--- config.mk ---
export PLATFORM = sky130hd
export DESIGN_NAME = irqbank_top
export DESIGN_NICKNAME = d
export VERILOG_FILES = /design/src/rtl/irqbank_pkg.sv /design/src/rtl/irqbank_ctrl.sv /design/src/rtl/irqbank_data.sv /design/src/rtl/irqbank_top.sv
export SDC_FILE = /design/constraint.sdc
export NUM_CORES = 2
export LEC_CHECK = 0
export CAP_MARGIN = 20
export CORE_MARGIN = 10
export CORE_UTILIZATION = 50
export DETAILED_ROUTE_END_ITERATION = 8
export PLACE_DENSITY = 0.64
export SYNTH_ARGS = -nofsm -noshare
export SYNTH_HDL_FRONTEND = slang
export SYNTH_HIERARCHICAL = 1
export SYNTH_SLANG_ARGS = --single-unit
--- constraint.sdc ---
create_clock -name clk -period 2.75 [get_ports clk]
set_input_delay 0.55 -clock clk [delete_from_list [all_inputs] [get_ports clk]]
set_output_delay 0.55 -clock clk [all_outputs]
set_load 0.02 [all_outputs]
--- src/rtl/irqbank_pkg.sv ---
package irqbank_pkg;

  localparam int IDX_W    = 5;
  localparam int WIN_W    = 4;
  localparam int ADDR_W   = IDX_W + WIN_W;
  localparam int DATA_W   = 32;
  localparam int NUM_SGI  = 16;
  localparam int NUM_PRIV = 32;

  typedef enum logic [WIN_W-1:0] {
    WIN_SET_EN   = 4'd0,
    WIN_CLR_EN   = 4'd1,
    WIN_SET_PEND = 4'd2,
    WIN_CLR_PEND = 4'd3,
    WIN_SET_ACT  = 4'd4,
    WIN_CLR_ACT  = 4'd5,
    WIN_PRIO     = 4'd6,
    WIN_CFG      = 4'd7,
    WIN_LINE     = 4'd8
  } win_e;

  // Strobes from the decoder to the state datapath
  typedef struct packed {
    logic             setEn;
    logic             clrEn;
    logic             setPend;
    logic             clrPend;
    logic             setAct;
    logic             clrAct;
    logic             wrPrio;
    logic             wrCfg;
    logic             wrLine;
    logic             rdStrobe;
    logic [WIN_W-1:0] win;
    logic [IDX_W-1:0] idx;
  } bankStrobe_t;

endpackage

--- src/rtl/irqbank_ctrl.sv ---
module irqbank_ctrl
  import irqbank_pkg::*;
(
  input  logic              clk,
  input  logic              rstN,
  input  logic              reqValid,
  input  logic              reqWrite,
  input  logic [ADDR_W-1:0] reqAddr,
  output bankStrobe_t       strb,
  output logic              rspValid
);

  logic wrReq;
  assign wrReq = reqValid && reqWrite;

  always_comb begin
    strb          = '0;
    strb.win      = reqAddr[ADDR_W-1:IDX_W];
    strb.idx      = reqAddr[IDX_W-1:0];
    strb.rdStrobe = reqValid && !reqWrite;
    case (reqAddr[ADDR_W-1:IDX_W])
      WIN_SET_EN:   strb.setEn   = wrReq;
      WIN_CLR_EN:   strb.clrEn   = wrReq;
      WIN_SET_PEND: strb.setPend = wrReq;
      WIN_CLR_PEND: strb.clrPend = wrReq;
      WIN_SET_ACT:  strb.setAct  = wrReq;
      WIN_CLR_ACT:  strb.clrAct  = wrReq;
      WIN_PRIO:     strb.wrPrio  = wrReq;
      WIN_CFG:      strb.wrCfg   = wrReq;
      WIN_LINE:     strb.wrLine  = wrReq;
      default: ;
    endcase
  end

  always_ff @(posedge clk) begin
    if (!rstN) rspValid <= 1'b0;
    else       rspValid <= strb.rdStrobe;
  end

endmodule

--- src/rtl/irqbank_data.sv ---
module irqbank_data
  import irqbank_pkg::*;
#(
  parameter int NUM_SPI  = 32,
  parameter int PRI_BITS = 5
) (
  input  logic                         clk,
  input  logic                         rstN,
  input  logic                         legacyMode,
  input  bankStrobe_t                  strb,
  input  logic [DATA_W-1:0]            reqWdata,
  output logic [DATA_W-1:0]            rspRdata,
  output logic [NUM_PRIV+NUM_SPI-1:0]  enVec,
  output logic [NUM_PRIV+NUM_SPI-1:0]  pendVec,
  output logic [NUM_PRIV+NUM_SPI-1:0]  actVec,
  output logic [NUM_PRIV+NUM_SPI-1:0]  cfgVec,
  output logic [NUM_PRIV+NUM_SPI-1:0]  lineVec,
  output logic [NUM_PRIV+NUM_SPI-1:0][7:0] prioVec
);

  localparam int NUM_IRQ = NUM_PRIV + NUM_SPI;
  localparam logic [7:0] PRIO_KEEP = 8'hFF << (8 - PRI_BITS);

  // the priority window has 32 words of four bytes
  if (NUM_IRQ > 128) begin : g_size_check
    $error("irqbank_data: at most 96 shared interrupts fit the priority window");
  end

  for (genvar i = 0; i < NUM_IRQ; i++) begin : g_irq
    localparam logic [IDX_W-1:0] BIT_WORD  = IDX_W'(i / 32);
    localparam int               BIT_POS   = i % 32;
    localparam logic [IDX_W-1:0] PRIO_WORD = IDX_W'(i / 4);
    localparam int               PRIO_LANE = i % 4;
    localparam logic [IDX_W-1:0] CFG_WORD  = IDX_W'(i / 16);
    localparam int               CFG_POS   = 2 * (i % 16) + 1;
    localparam bit               IS_SGI    = (i < NUM_SGI);
    localparam bit               IS_PRIV   = (i < NUM_PRIV);

    logic bitHit, prioHit, cfgHit, dBit, pendLock;
    logic en, pend, act, cfg, line;
    logic [7:0] prio;

    assign bitHit   = (strb.idx == BIT_WORD);
    assign prioHit  = (strb.idx == PRIO_WORD);
    assign cfgHit   = (strb.idx == CFG_WORD);
    assign dBit     = reqWdata[BIT_POS];
    assign pendLock = IS_SGI && legacyMode;

    always_ff @(posedge clk) begin
      if (!rstN) begin
        en   <= 1'b0;
        pend <= 1'b0;
        act  <= 1'b0;
        cfg  <= 1'b0;
        line <= 1'b0;
        prio <= '0;
      end else begin
        if (bitHit && dBit && strb.setEn) en <= 1'b1;
        else if (bitHit && dBit && strb.clrEn) en <= 1'b0;

        if (bitHit && dBit && !pendLock && strb.setPend) pend <= 1'b1;
        else if (bitHit && dBit && !pendLock && strb.clrPend) pend <= 1'b0;

        if (bitHit && dBit && strb.setAct) act <= 1'b1;
        else if (bitHit && dBit && strb.clrAct) act <= 1'b0;

        if (prioHit && strb.wrPrio)
          prio <= reqWdata[PRIO_LANE*8 +: 8] & PRIO_KEEP;

        if (!IS_PRIV && cfgHit && strb.wrCfg) cfg <= reqWdata[CFG_POS];

        if (!IS_SGI && bitHit && strb.wrLine) line <= dBit;
      end
    end

    assign enVec[i]   = en;
    assign pendVec[i] = pend;
    assign actVec[i]  = act;
    assign cfgVec[i]  = cfg;
    assign lineVec[i] = line;
    assign prioVec[i] = prio;
  end

  logic [DATA_W-1:0] rdWord;

  always_comb begin
    rdWord = '0;
    for (int i = 0; i < NUM_IRQ; i++) begin
      case (strb.win)
        WIN_SET_EN, WIN_CLR_EN:
          if (strb.idx == IDX_W'(i / 32)) rdWord[i % 32] = enVec[i];
        WIN_SET_PEND, WIN_CLR_PEND:
          if (strb.idx == IDX_W'(i / 32)) rdWord[i % 32] = pendVec[i];
        WIN_SET_ACT, WIN_CLR_ACT:
          if (strb.idx == IDX_W'(i / 32)) rdWord[i % 32] = actVec[i];
        WIN_PRIO:
          if (strb.idx == IDX_W'(i / 4)) rdWord[(i % 4) * 8 +: 8] = prioVec[i];
        WIN_CFG:
          if (strb.idx == IDX_W'(i / 16)) rdWord[2 * (i % 16) + 1] = cfgVec[i];
        WIN_LINE:
          if (strb.idx == IDX_W'(i / 32)) rdWord[i % 32] = lineVec[i] && !cfgVec[i];
        default: ;
      endcase
    end
  end

  always_ff @(posedge clk) begin
    if (!rstN)              rspRdata <= '0;
    else if (strb.rdStrobe) rspRdata <= rdWord;
  end

endmodule

--- src/rtl/irqbank_top.sv ---
module irqbank_top
  import irqbank_pkg::*;
#(
  parameter int NUM_SPI  = 32,
  parameter int PRI_BITS = 5
) (
  input  logic        clk,
  input  logic        rstN,
  input  logic        legacyMode,
  input  logic        reqValid,
  input  logic        reqWrite,
  input  logic [8:0]  reqAddr,
  input  logic [31:0] reqWdata,
  output logic        rspValid,
  output logic [31:0] rspRdata
);

  localparam int NUM_IRQ = NUM_PRIV + NUM_SPI;

  bankStrobe_t              strb;
  logic [NUM_IRQ-1:0]       enVec, pendVec, actVec, cfgVec, lineVec;
  logic [NUM_IRQ-1:0][7:0]  prioVec;

  irqbank_ctrl u_ctrl (
    .clk      (clk),
    .rstN     (rstN),
    .reqValid (reqValid),
    .reqWrite (reqWrite),
    .reqAddr  (reqAddr),
    .strb     (strb),
    .rspValid (rspValid)
  );

  irqbank_data #(
    .NUM_SPI  (NUM_SPI),
    .PRI_BITS (PRI_BITS)
  ) u_data (
    .clk        (clk),
    .rstN       (rstN),
    .legacyMode (legacyMode),
    .strb       (strb),
    .reqWdata   (reqWdata),
    .rspRdata   (rspRdata),
    .enVec      (enVec),
    .pendVec    (pendVec),
    .actVec     (actVec),
    .cfgVec     (cfgVec),
    .lineVec    (lineVec),
    .prioVec    (prioVec)
  );

endmodule

==> flow_summary_export.csv <==
group,metric,value,unit
sta,skew,0.0242,ns
clocking,clock-sinks,625,
sta,fmax,358,MHz
job,max_cap_violations,0,
finish,regArea,0.0125,mm²
sta,hold_viol,0,
finish,layout_common_cells,"nand2_1 (889), dfxtp_1 (625), buf_4 (497)",
sta,fin_crit_sh,1.01,
sta,grt_setup_unrepaired,"yes",
clocking,clock_path_buffers,3,
grt,antenna_found_initial,4,
finish,num-nets-final,4194,
worst_setup_path,startpoint,"reqAddr[3]",
grt,grt_pass1_wl,208,mm
detailed_routing,drt_pre_antenna_iters,7,
worst_setup_path,crit_chain,"clkdlybuf4s50_1, buf_4, nand2_1, buf_4, nor3_2, buf_4, buf_4, a221o_1, a21oi_1, o211ai_1, a211oi_4, o21ai_1",
clocking,cts_tree,"built",
clocking,hold_buffers,0,
die,die_h,268,µm
finish,post-route-cell-area,0.0385,mm²
die,dieWidth,268,µm
worst_setup_path,end_kind,"flop",
pwr,powerDensity,529,mW/mm²
place,pre_cts_ws,-1.05,ns
worst_setup_path,cpMaxStageDelayCell,"clkdlybuf4s50_1",
detailed_routing,via_per_inst,6.54,
finish,final_cells,4979,
status,status,"finished with violations",
worst_setup_path,max_stage_delay,0.57,ns
place,dp.cells,4849,
synth,syn_area,0.0307,mm²
detailed_routing,drt_iter0_drc,4564,
detailed_routing,wl,143,mm
min_path,hold_path.class,"in2reg",
finish,layout_commonest_cell,"nand2_1",
detailed_routing,drc,0,
finish,syn2layout_area_growth,25.2,%
grt,grt_pass1_vias,31100,
die,initial_utilization,0.507,
worst_setup_path,r2r_start,"u_data/g_irq[19].line",
sta,setup_viol,2,
sta,worst_pin_slew,1.24,ns
clocking,cts_max_level,3,
synth,yosys_warnings,6,
worst_setup_path,critical_path.startpoint_type,"input port",
detailed_routing,drtAntennaViolNets,0,
clocking,clk_pin_slew,0.06,ns
synth,syn_area_per_cell,7.99,µm²
sta,finalMaxSlewViolations,0,
finish,n_fill_cell,5148,
worst_setup_path,cpMostUsedCell,"buf_4",
place,place_area,0.0358,mm²
grt,grt_usage,0.388,
worst_setup_path,crit_required,3.25,ns
sta,fin_crit,2.79,ns
finish,drive_above_1_share,0.188,
clocking,cts_root_buf,"clkbuf_16",
grt,grt_max_degree,218,
detailed_routing,num_vias,32600,
synth,postSynthCellCount,3845,
finish,multiInputGateArea,0.0166,mm²
die,io_pins,79,
worst_setup_path,worstSetupPathType,"in2reg",
sta,fin_ws,-0.0404,ns
worst_setup_path,critical_path_arrival,3.29,ns
die,rows,90,
clocking,numCtsBuffers,70,
pwr,ir_drop,0.000576,V
place,port_buffers,78,
place,gp_congestion,1.08,
die,die_area,0.0717,mm²
place,dp_hpwl,101,mm
pwr,p_leak,12.9,nW
status,violations,"setup timing",
sta,maxSlewHeadroom,0.175,
grt,gr-total-overflow,0,
finish,utilization,0.635,
min_path,min-delay-start,"rstN",
synth,synth.net_count,3891,
die,core_area,0.0606,mm²
detailed_routing,drt-wirelength-per-cell,28.8,µm
sta,setup_tns,-0.0771,ns
clocking,clock_latency,0.63,ns
worst_setup_path,critPathMaxFanout,5,
## routing by layer
layer / track usage / vias to the layer above / share of wire
li1: - / 14200 / -
met1: 0.484 / 15800 / 0.39
met2: 0.600 / 2013 / 0.44
met3: 0.0790 / 510 / 0.099
met4: 0.257 / 4 / 0.077
met5: 0 / - / 0.00016
## path summary, 6_finish.rpt
check / to / slack [ns] / depth (start not counted)
worst max-delay path: u_data/rspRdata[23] / -0.04 / 12
worst min-delay path: u_data/g_irq[61].prio[6] / 0.23 / 2
worst max register to register: u_data/rspRdata[19] / 0.53 / 7
worst min register to register: u_data/g_irq[44].prio[5] / 0.46 / 2
## state kept, by name, indices dropped and copies added, names as in the netlist
register           cells
u_data/g_irq.prio    320
u_data/g_irq.act      64
u_data/g_irq.en       64
u_data/g_irq.pend     64
u_data/g_irq.line     48
u_data/g_irq.cfg      32
u_data/rspRdata       32
u_ctrl/rspValid        1
## stage by stage
step	power (mW)	hold WS, ns
after CTS	20.3	0.206
final	20.3	0.230
after global placement	10.8	0.442
after floorplan	10.0	0.438
after global routing	20.7	0.226
after detailed placement	10.8	0.448
## area by class of cell
cell class | count | share of cell area
diodes | 2 | 0.000130
clock buffers | 104 | 0.0555
clock inverters | 15 | 0.00459
inverters | 23 | 0.00224
multi-input cells | 2779 | 0.433
flip-flops and latches | 625 | 0.325
well taps | 782 | 0.0254
repair buffers | 649 | 0.154
## report_power, final
group / leakage (nW) / switching (mW) / internal, mW
sequential: 5.03 / 0.0148 / 9.07
clock: 1.15 / 3.97 / 5.64
combinational: 6.77 / 1.04 / 0.613
## critical path: cells and delay by family
kind | cells | cell delay (ns)
buffers and inverters | 5 | 1.31
AO/OA/AOI/OAI | 5 | 1.20
AND/OR/NAND/NOR | 2 | 0.23
## what timing repair did
action | in CTS | in global routing
resized for setup | 18 | 38
buffers inserted | 0 | 9
hold endpoints to repair | 0 | 0
endpoints found under the setup margin | 10 | 42
cloned | 0 | 0
pin swaps | 1 | 9
Note: power is estimated with default switching activity, not from simulation.
